File: src/rtl/pwm_clkgen_pkg.sv
package pwm_clkgen_pkg;
  localparam int ADDR_W = 2;
  localparam logic [ADDR_W-1:0] ADDR_PRESC   = 2'd0;
  localparam logic [ADDR_W-1:0] ADDR_SCALE_A = 2'd1;
  localparam logic [ADDR_W-1:0] ADDR_SCALE_B = 2'd2;
  localparam logic [ADDR_W-1:0] ADDR_CSEL    = 2'd3;
  localparam int PATH_B_LSB = 4;   // bit offset of path B code in prescale register
  localparam int NUM_PATHS  = 2;
endpackage

File: src/rtl/pwm_prescale.sv
module pwm_prescale #(
  parameter int CODE_W = 3
) (
  input  logic              clk_i,
  input  logic              rst_ni,
  input  logic [CODE_W-1:0] code_i,
  output logic              tick_o
);
  localparam int CNT_W = (1 << CODE_W) - 1;

  logic [CNT_W-1:0] cnt_q;
  logic [CNT_W:0]   mask_w;
  logic [CNT_W-1:0] mask;

  always_ff @(posedge clk_i or negedge rst_ni) begin
    if (!rst_ni) cnt_q <= '0;
    else         cnt_q <= cnt_q + 1'b1;
  end

  // tick when the low 'code' bits of the free-running count are all ones
  always_comb begin
    mask_w = (CNT_W+1)'(1) << code_i;
    mask   = CNT_W'(mask_w - 1'b1);
    tick_o = ((cnt_q & mask) == mask);
  end
endmodule

File: src/rtl/pwm_scaler.sv
module pwm_scaler #(
  parameter int SCALE_W = 8
) (
  input  logic               clk_i,
  input  logic               rst_ni,
  input  logic               tick_i,
  input  logic [SCALE_W-1:0] scale_i,
  input  logic               reload_i,
  output logic               tick_o
);
  localparam int CNT_W = SCALE_W + 1;

  logic [CNT_W-1:0] cnt_q;
  logic [CNT_W-1:0] sval;
  logic [CNT_W:0]   dbl;
  logic [CNT_W-1:0] lim;

  always_comb begin
    sval = (scale_i == '0) ? (CNT_W'(1) << SCALE_W) : {1'b0, scale_i};
    dbl  = {sval, 1'b0};
    lim  = CNT_W'(dbl - 1'b1);   // divide by 2*S
  end

  always_ff @(posedge clk_i or negedge rst_ni) begin
    if (!rst_ni)     cnt_q <= '0;
    else if (reload_i) cnt_q <= '0;
    else if (tick_i) cnt_q <= (cnt_q == lim) ? '0 : cnt_q + 1'b1;
  end

  assign tick_o = tick_i && (cnt_q == lim);
endmodule

File: src/rtl/pwm_regs.sv
module pwm_regs
  import pwm_clkgen_pkg::*;
#(
  parameter int DATA_W  = 8,
  parameter int CODE_W  = 3,
  parameter int SCALE_W = 8,
  parameter int NUM_CH  = 8
) (
  input  logic               clk_i,
  input  logic               rst_ni,
  input  logic               wr_en_i,
  input  logic [ADDR_W-1:0]  wr_addr_i,
  input  logic [DATA_W-1:0]  wr_data_i,
  output logic [CODE_W-1:0]  code_a_o,
  output logic [CODE_W-1:0]  code_b_o,
  output logic [SCALE_W-1:0] scale_a_o,
  output logic [SCALE_W-1:0] scale_b_o,
  output logic [NUM_CH-1:0]  sel_o,
  output logic               reload_a_o,
  output logic               reload_b_o
);
  logic wr_presc, wr_sa, wr_sb, wr_sel;

  assign wr_presc = wr_en_i && (wr_addr_i == ADDR_PRESC);
  assign wr_sa    = wr_en_i && (wr_addr_i == ADDR_SCALE_A);
  assign wr_sb    = wr_en_i && (wr_addr_i == ADDR_SCALE_B);
  assign wr_sel   = wr_en_i && (wr_addr_i == ADDR_CSEL);

  always_ff @(posedge clk_i or negedge rst_ni) begin
    if (!rst_ni) begin
      code_a_o  <= '0;
      code_b_o  <= '0;
      scale_a_o <= '0;
      scale_b_o <= '0;
      sel_o     <= '0;
    end else begin
      if (wr_presc) begin
        code_a_o <= wr_data_i[CODE_W-1:0];
        code_b_o <= wr_data_i[PATH_B_LSB +: CODE_W];
      end
      if (wr_sa)  scale_a_o <= wr_data_i[SCALE_W-1:0];
      if (wr_sb)  scale_b_o <= wr_data_i[SCALE_W-1:0];
      if (wr_sel) sel_o     <= wr_data_i[NUM_CH-1:0];
    end
  end

  assign reload_a_o = wr_sa;
  assign reload_b_o = wr_sb;
endmodule

File: src/rtl/pwm_clkgen.sv
module pwm_clkgen
  import pwm_clkgen_pkg::*;
#(
  parameter int DATA_W  = 8,
  parameter int CODE_W  = 3,
  parameter int SCALE_W = 8,
  parameter int NUM_CH  = 8
) (
  input  logic              clk_i,
  input  logic              rst_ni,
  input  logic              wr_en_i,
  input  logic [1:0]        wr_addr_i,
  input  logic [DATA_W-1:0] wr_data_i,
  output logic [NUM_CH-1:0] tick_o
);
  logic [NUM_PATHS-1:0][CODE_W-1:0]  code;
  logic [NUM_PATHS-1:0][SCALE_W-1:0] scale;
  logic [NUM_PATHS-1:0]              reload;
  logic [NUM_PATHS-1:0]              p_tick;
  logic [NUM_PATHS-1:0]              s_tick;
  logic [NUM_CH-1:0]                 sel_q;
  logic [NUM_CH-1:0]                 tick_d;
  logic [NUM_CH-1:0]                 tick_q;

  pwm_regs #(
    .DATA_W (DATA_W),
    .CODE_W (CODE_W),
    .SCALE_W(SCALE_W),
    .NUM_CH (NUM_CH)
  ) u_regs (
    .clk_i     (clk_i),
    .rst_ni    (rst_ni),
    .wr_en_i   (wr_en_i),
    .wr_addr_i (wr_addr_i),
    .wr_data_i (wr_data_i),
    .code_a_o  (code[0]),
    .code_b_o  (code[1]),
    .scale_a_o (scale[0]),
    .scale_b_o (scale[1]),
    .sel_o     (sel_q),
    .reload_a_o(reload[0]),
    .reload_b_o(reload[1])
  );

  for (genvar p = 0; p < NUM_PATHS; p++) begin : g_path
    pwm_prescale #(.CODE_W(CODE_W)) u_pre (
      .clk_i (clk_i),
      .rst_ni(rst_ni),
      .code_i(code[p]),
      .tick_o(p_tick[p])
    );
    pwm_scaler #(.SCALE_W(SCALE_W)) u_scl (
      .clk_i   (clk_i),
      .rst_ni  (rst_ni),
      .tick_i  (p_tick[p]),
      .scale_i (scale[p]),
      .reload_i(reload[p]),
      .tick_o  (s_tick[p])
    );
  end

  // channel index bit 1 picks the path
  for (genvar i = 0; i < NUM_CH; i++) begin : g_ch
    localparam int GRP = (i >> 1) & 1;
    assign tick_d[i] = sel_q[i] ? s_tick[GRP] : p_tick[GRP];
  end

  always_ff @(posedge clk_i or negedge rst_ni) begin
    if (!rst_ni) tick_q <= '0;
    else         tick_q <= tick_d;
  end

  assign tick_o = tick_q;
endmodule

File: config.mk
export PLATFORM = sky130hd
export DESIGN_NAME = pwm_clkgen
export DESIGN_NICKNAME = d
export VERILOG_FILES = /design/src/rtl/pwm_clkgen_pkg.sv /design/src/rtl/pwm_prescale.sv /design/src/rtl/pwm_scaler.sv /design/src/rtl/pwm_regs.sv /design/src/rtl/pwm_clkgen.sv
export SDC_FILE = /design/constraint.sdc
export NUM_CORES = 1
export LEC_CHECK = 0
export BUFFER_PORTS_ARGS = -buffer_cell sky130_fd_sc_hd__buf_2
export CAP_MARGIN = 10
export CORE_MARGIN = 4
export CORE_UTILIZATION = 31
export DETAILED_ROUTE_END_ITERATION = 12
export PLACE_DENSITY_LB_ADDON = 0.15
export SYNTH_ARGS = -nofsm -noshare
export SYNTH_HDL_FRONTEND = slang
export SYNTH_SLANG_ARGS = --single-unit
File: constraint.sdc
create_clock -name clk_i -period 1.9 [get_ports clk_i]
set_input_delay 0 -clock clk_i [delete_from_list [all_inputs] [get_ports clk_i]]
set_output_delay 0 -clock clk_i [all_outputs]
set_load 0.01 [all_outputs]
Word level (Yosys, flattened, before mapping)
Cells that the tools add are included.
{"block": "word_totals", "ff_bits": 70, "wordCells": 56}
{"block": "classes", "muxes": 16, "n_addsub": 8, "bitwise": 2, "eq_ne": 7, "shifts": 2, "reduce_logical": 11}
{"cell": "9-bit two-way mux", "count": 6}
{"cell": "9-bit by 1-bit adder with 9-bit output, second input constant", "count": 2}
{"cell": "9-bit == test", "count": 2}
{"cell": "9-bit by 1-bit subtractor with 9-bit output, second input constant", "count": 2}
{"cell": "8-bit logical NOT", "count": 2}
{"cell": "8-bit two-way mux", "count": 2}
{"cell": "7-bit by 1-bit adder with 7-bit output, second input constant", "count": 2}
{"cell": "7-bit AND", "count": 2}
{"cell": "7-bit == test", "count": 2}
{"cell": "1-bit by 3-bit left shift with 7-bit output, first input constant", "count": 2}
{"cell": "7-bit by 1-bit subtractor with 7-bit output, second input constant", "count": 2}
{"cell": "1-bit two-way mux", "count": 8}
{"cell": "1-bit logical AND", "count": 6}
{"cell": "2-bit == test, second input constant", "count": 2}
{"cell": "2-bit nonzero test", "count": 2}
{"cell": "2-bit by 1-bit == test with 1-bit output, second input constant", "count": 1}
{"cell": "2-bit logical NOT", "count": 1}

Depth between registers and ports, before layout
{"block": "logic_depth", "word_depth": 7, "depth_mapped": 9, "depth_no_buf": 8}

By module
A second synthesis with hierarchy kept.
{"block": "hier_totals", "cells_unflattened": 318, "area_unflattened_um2": 3692.3}
{"mod": "pwm_scaler", "instances": 2, "cells_per_inst": 91, "area_each_um2": 815.8}
{"mod": "pwm_regs", "instances": 1, "cells_per_inst": 66, "area_each_um2": 1147.4}
{"mod": "pwm_prescale", "instances": 2, "cells_per_inst": 27, "area_each_um2": 311.5}
{"mod": "pwm_clkgen", "instances": 1, "cells_per_inst": 16, "area_each_um2": 290.3}

Least setup slack after synthesis
OpenSTA, ideal clock, no wires.
{"block": "synth_path", "path_kind": "reg-to-reg", "startpoint": "reg u_regs.scale_a_o[3]", "endpoint": "reg g_path[0].u_scl.cnt_q[2]", "stages_incl_launch_ff": 7, "path_buffers": 0, "period_less_slack_ns": 2.133, "setup_slack_ns": -0.233, "t_arrival_ns": 2.008, "setup_ns": 0.125, "required_time_ns": 1.775, "path_cell_list": "dfrtp_1 -> or3_1 -> or3_4 -> a2111oi_4 -> o221ai_2 -> o21ai_4 -> nor2_1"}
{"block": "synth_via", "elab_chain_cells": 7}
{"item": "from (decl)", "line": "pwm_regs.sv:16", "source": "output logic [SCALE_W-1:0] scale_a_o,"}
{"item": "from (signal assigned)", "line": "pwm_regs.sv:41", "source": "if (wr_sa) scale_a_o <= wr_data_i[SCALE_W-1:0];"}
{"item": "8-bit logical NOT", "line": "pwm_scaler.sv:19", "source": "sval = (scale_i == '0) ? (CNT_W'(1) << SCALE_W) : {1'b0, scale_i};"}
{"item": "8-bit two-way mux (*)", "line": "pwm_scaler.sv:19"}
{"item": "9-bit by 1-bit subtractor with 9-bit output (*)", "line": "pwm_scaler.sv:21", "source": "lim = CNT_W'(dbl - 1'b1);"}
{"item": "9-bit == test (*)", "line": "pwm_scaler.sv:27", "source": "else if (tick_i) cnt_q <= (cnt_q == lim) ? '0 : cnt_q + 1'b1;"}
{"item": "9-bit two-way mux (*) (2 in a row)", "line": "pwm_scaler.sv:27"}
{"item": "9-bit two-way mux (*)", "line": "pwm_scaler.sv:26", "source": "else if (reload_i) cnt_q <= '0;"}
{"item": "to (signal assigned)", "line": "pwm_scaler.sv:27"}
{"item": "to (decl)", "line": "pwm_scaler.sv:13", "source": "logic [CNT_W-1:0] cnt_q;"}
Every way passes the cells marked *; elsewhere a longest branch is shown, timed or not. The select of a mux whose other input is x is not followed.
A chain may end at the register's enable or synchronous reset.

Final worst setup path
{"block": "layout_path", "startpoint": "reg u_regs.scale_a_o[5]", "endpoint": "reg g_path[0].u_scl.cnt_q[7]"}
Same word-level chain as after synthesis.

==> metrics.yaml <==
drv_cap: 0
worstPathRequired_ns: 2.10
dr.pass1.iters: 4
period_minus_slack_ns: 2.04
die_h_um: 115
place_area_mm2: 0.00421
nNetsFinal: 426
cts_made_buffers: 9
setup_viol_count_final: 24
cts_buffer_depth: 2
worst_setup_path_start_kind: "flip-flop"
gr-total-overflow: 0
via_per_inst: 4.79
grt_max_degree: 71
synth_flop_cell: "dfrtp_1"
cellPowerDensity_mw_per_mm2: 1010
reg2reg_depth: 6
yosysWarnings: 0
slowest_delay_ns: 0.38
path_max_fanout: 7
hpwl_um: 5470
leakagePower_nw: 2.10
rows: 38
maxSlewHeadroom_pct: 55.0
r2r-start: "u_regs.scale_a_o[5]"
synth_cells: 319
io_pins: 21
finalCritPeriodShare_pct: 107
tightestPinTransition_ns: 0.673
grt_antenna_before_repair: 0
path_buf_inv: 0
htreeDepth: 3
maxSlewViolCount: 0
critPathArrivalTime_ns: 2.25
clk_pin_slew_ns: 0.06
ys_seq_area_share_pct: 49.7
initial_core_util_pct: 32.1
final.fill_count: 1045
drt-total-wl_um: 7700
violations: "negative setup slack"
synth_edf_count: 0
hold_viol_final: 0
grt_pass1_wl_um: 13700
hold_end: "u_regs.code_b_o[0]"
r2r_setup_slack_ns: -0.14
core_mm2: 0.0110
preCtsSetupSlack_ns: -0.216
syn-cell-area_mm2: 0.00352
synth_nets: 340
min_from: "wr_addr_i[0]"
status: "finished, violations left"
synth_cell_types: 51
syn_area_per_cell_um2: 11.0
hold_ws_ns: 0.165
cpMaxStageDelayCell: "or3_4"
clk_latency_ns: 0.33
hold_depth: 5
drt_iter0_markers: 74
design_area_mm2: 0.00475
critPathTopFamily: "compound AO/OA/AOI/OAI gates"
die_x_um: 115
design.die.area_mm2: 0.0131
crit_top_cell: "or3_4"
setup_tns_ns: -2.83
synth_seq_cells: 70
crit_path_end_kind: "flip-flop"
hold_path_class: "input port to flip-flop"
setup_ws_ns: -0.141
via_count: 2630
crit_type: "flip-flop to flip-flop"
area_delta_synth_final_pct: 34.9
grt_util_all_layers_pct: 13.1
cts_sinks: 70
fin_skew_ns: 0.00712
cts_tree: "done"
fin_util_pct: 43.3
rsz0062_at_grt: "true"
grt_pass1_vias: 2734
drc: 0
peakVddDrop_v: 0.000525
root_buffer: "clkbuf_16"
reg2reg_to: "g_path[0].u_scl.cnt_q[7]"
gp_congestion: 0.741
n_antenna_cell: 0
fmax_ghz: 0.490
wl_per_cell_um: 14.0
antenna_left: 0
path_cells: "or3_4, or3_4, a2111oi_4, o221ai_2, o21ai_4, a21oi_1"
async_flop_share_pct: 100
port_buffers: 20
drive_gt1_share_pct: 37.9
-- power by group --
group | total, mW | internal (mW) | switching (mW)
clock | 1.64 | 1.04 | 0.602
sequential | 1.88 | 1.70 | 0.181
combinational | 1.30 | 0.705 | 0.590
-- tightest hold or removal path, stage by stage --
cell and delay, ns:
buf_2 0.11, nor3b_1 0.05, buf_4 0.16, nand2_1 0.06, o21ai_0 0.06
-- through the flow --
step	std cells	power, mW
final	549	4.81
after CTS	549	4.83
after floorplan	319	2.59
after global placement	520	3.05
after global routing	549	5.13
after detailed placement	520	3.05
-- synthesized netlist by cell type, types with 4 or more instances --
cell type / count / area, um^2
nor3b_1: 5 / 37.5
nand2b_1: 4 / 25.0
o21ai_0: 15 / 75.1
mux2i_1: 7 / 70.1
nor3_1: 13 / 65.1
nand3_1: 12 / 60.1
nand2_1: 18 / 67.6
nor2_1: 14 / 52.6
xor2_1: 13 / 114
dfrtp_1: 70 / 1750
or4_1: 4 / 30.0
nor2b_1: 4 / 25.0
mux2_2: 27 / 304
and3_1: 9 / 56.3
ha_1: 8 / 100
inv_1: 11 / 41.3
xnor2_1: 21 / 184
a21oi_1: 17 / 85.1
-- metal layers --
| metal | up-vias | track usage (%) | routed length, um |
|---|---|---|---|
| li1 | 1321 | - | - |
| met1 | 1268 | 19.3 | 4050 |
| met2 | 35 | 19.0 | 3310 |
| met3 | 6 | 2.96 | 279 |
| met4 | 0 | 4.28 | 70 |
| met5 | - | 0 | 0 |
-- area by class of cell --
cell class                      instances  area, um^2  area share (%)
Multi-Input combinational cell        233        1880            39.6
Sequential cell                        70        1750            36.9
Timing Repair Buffer                   80         609            12.8
Clock buffer                           11         243            5.11
Tap cell                              140         175            3.69
Clock inverter                          4        47.5            1.00
Inverter                               11        41.3           0.869
-- placed cells by master (no fill, tap or decap), types with 4 or more instances in the layout --
cell / count
and3_1: 9
xnor2_1: 21
nor2_1: 14
a21oi_2: 7
inv_1: 7
clkbuf_16: 9
nor3_2: 8
mux2_2: 27
nand3_1: 12
a21oi_1: 10
dfrtp_1: 69
xor2_1: 13
nand2_1: 18
ha_1: 6
mux2i_1: 7
inv_2: 4
nor2b_1: 4
o21ai_0: 14
nor3b_1: 4
nor3_1: 5
buf_4: 47
dlygate4sd3_1: 9
buf_2: 20
-- what timing repair did --
item | CTS | global route
gates resized for setup | 14 | 17
endpoints found under the setup margin | 26 | 26
endpoints found under the hold margin | 94 | 0
pin swaps | 18 | 3
hold buffers | 9 | 0
setup buffers | 5 | 0
-- state kept, by name, summed over array words and instances, names as in the netlist --
name                flops
g_path.u_pre.cnt_q     14
g_path.u_scl.cnt_q     18
u_regs.scale_b_o        8
u_regs.code_b_o         3
u_regs.scale_a_o        8
u_regs.sel_o            8
u_regs.code_a_o         3
tick_o                  8
-- how the worst max path moves through the flow --
stage | endpoint | from | slack [ns] | cells past startpoint
floorplan | g_path[0].u_scl.cnt_q[6] | u_regs.scale_a_o[3] | -0.11 | 6
global placement | g_path[1].u_scl.cnt_q[2] | u_regs.scale_b_o[0] | -0.21 | 9
detailed placement | g_path[1].u_scl.cnt_q[7] | u_regs.scale_b_o[0] | -0.22 | 9
CTS | g_path[0].u_scl.cnt_q[7] | u_regs.scale_a_o[0] | -0.17 | 8
global route | g_path[0].u_scl.cnt_q[2] | u_regs.scale_a_o[1] | -0.26 | 8
finish | g_path[0].u_scl.cnt_q[7] | u_regs.scale_a_o[5] | -0.14 | 6
-- cell families (layout without fill, tap and decap cells) --
logic type	after synthesis	in the layout	synth area share, %
AOI/OAI and AO/OA	55	55	10.7
adders and majority gates	8	8	2.84
muxes	34	34	10.6
and+or+nand+nor	102	102	15.8
xor gates and xnor gates	34	34	8.45
buffers and inverters	16	106	1.81
DFF	70	70	49.7
Note: power is estimated with default switching activity, not from simulation.
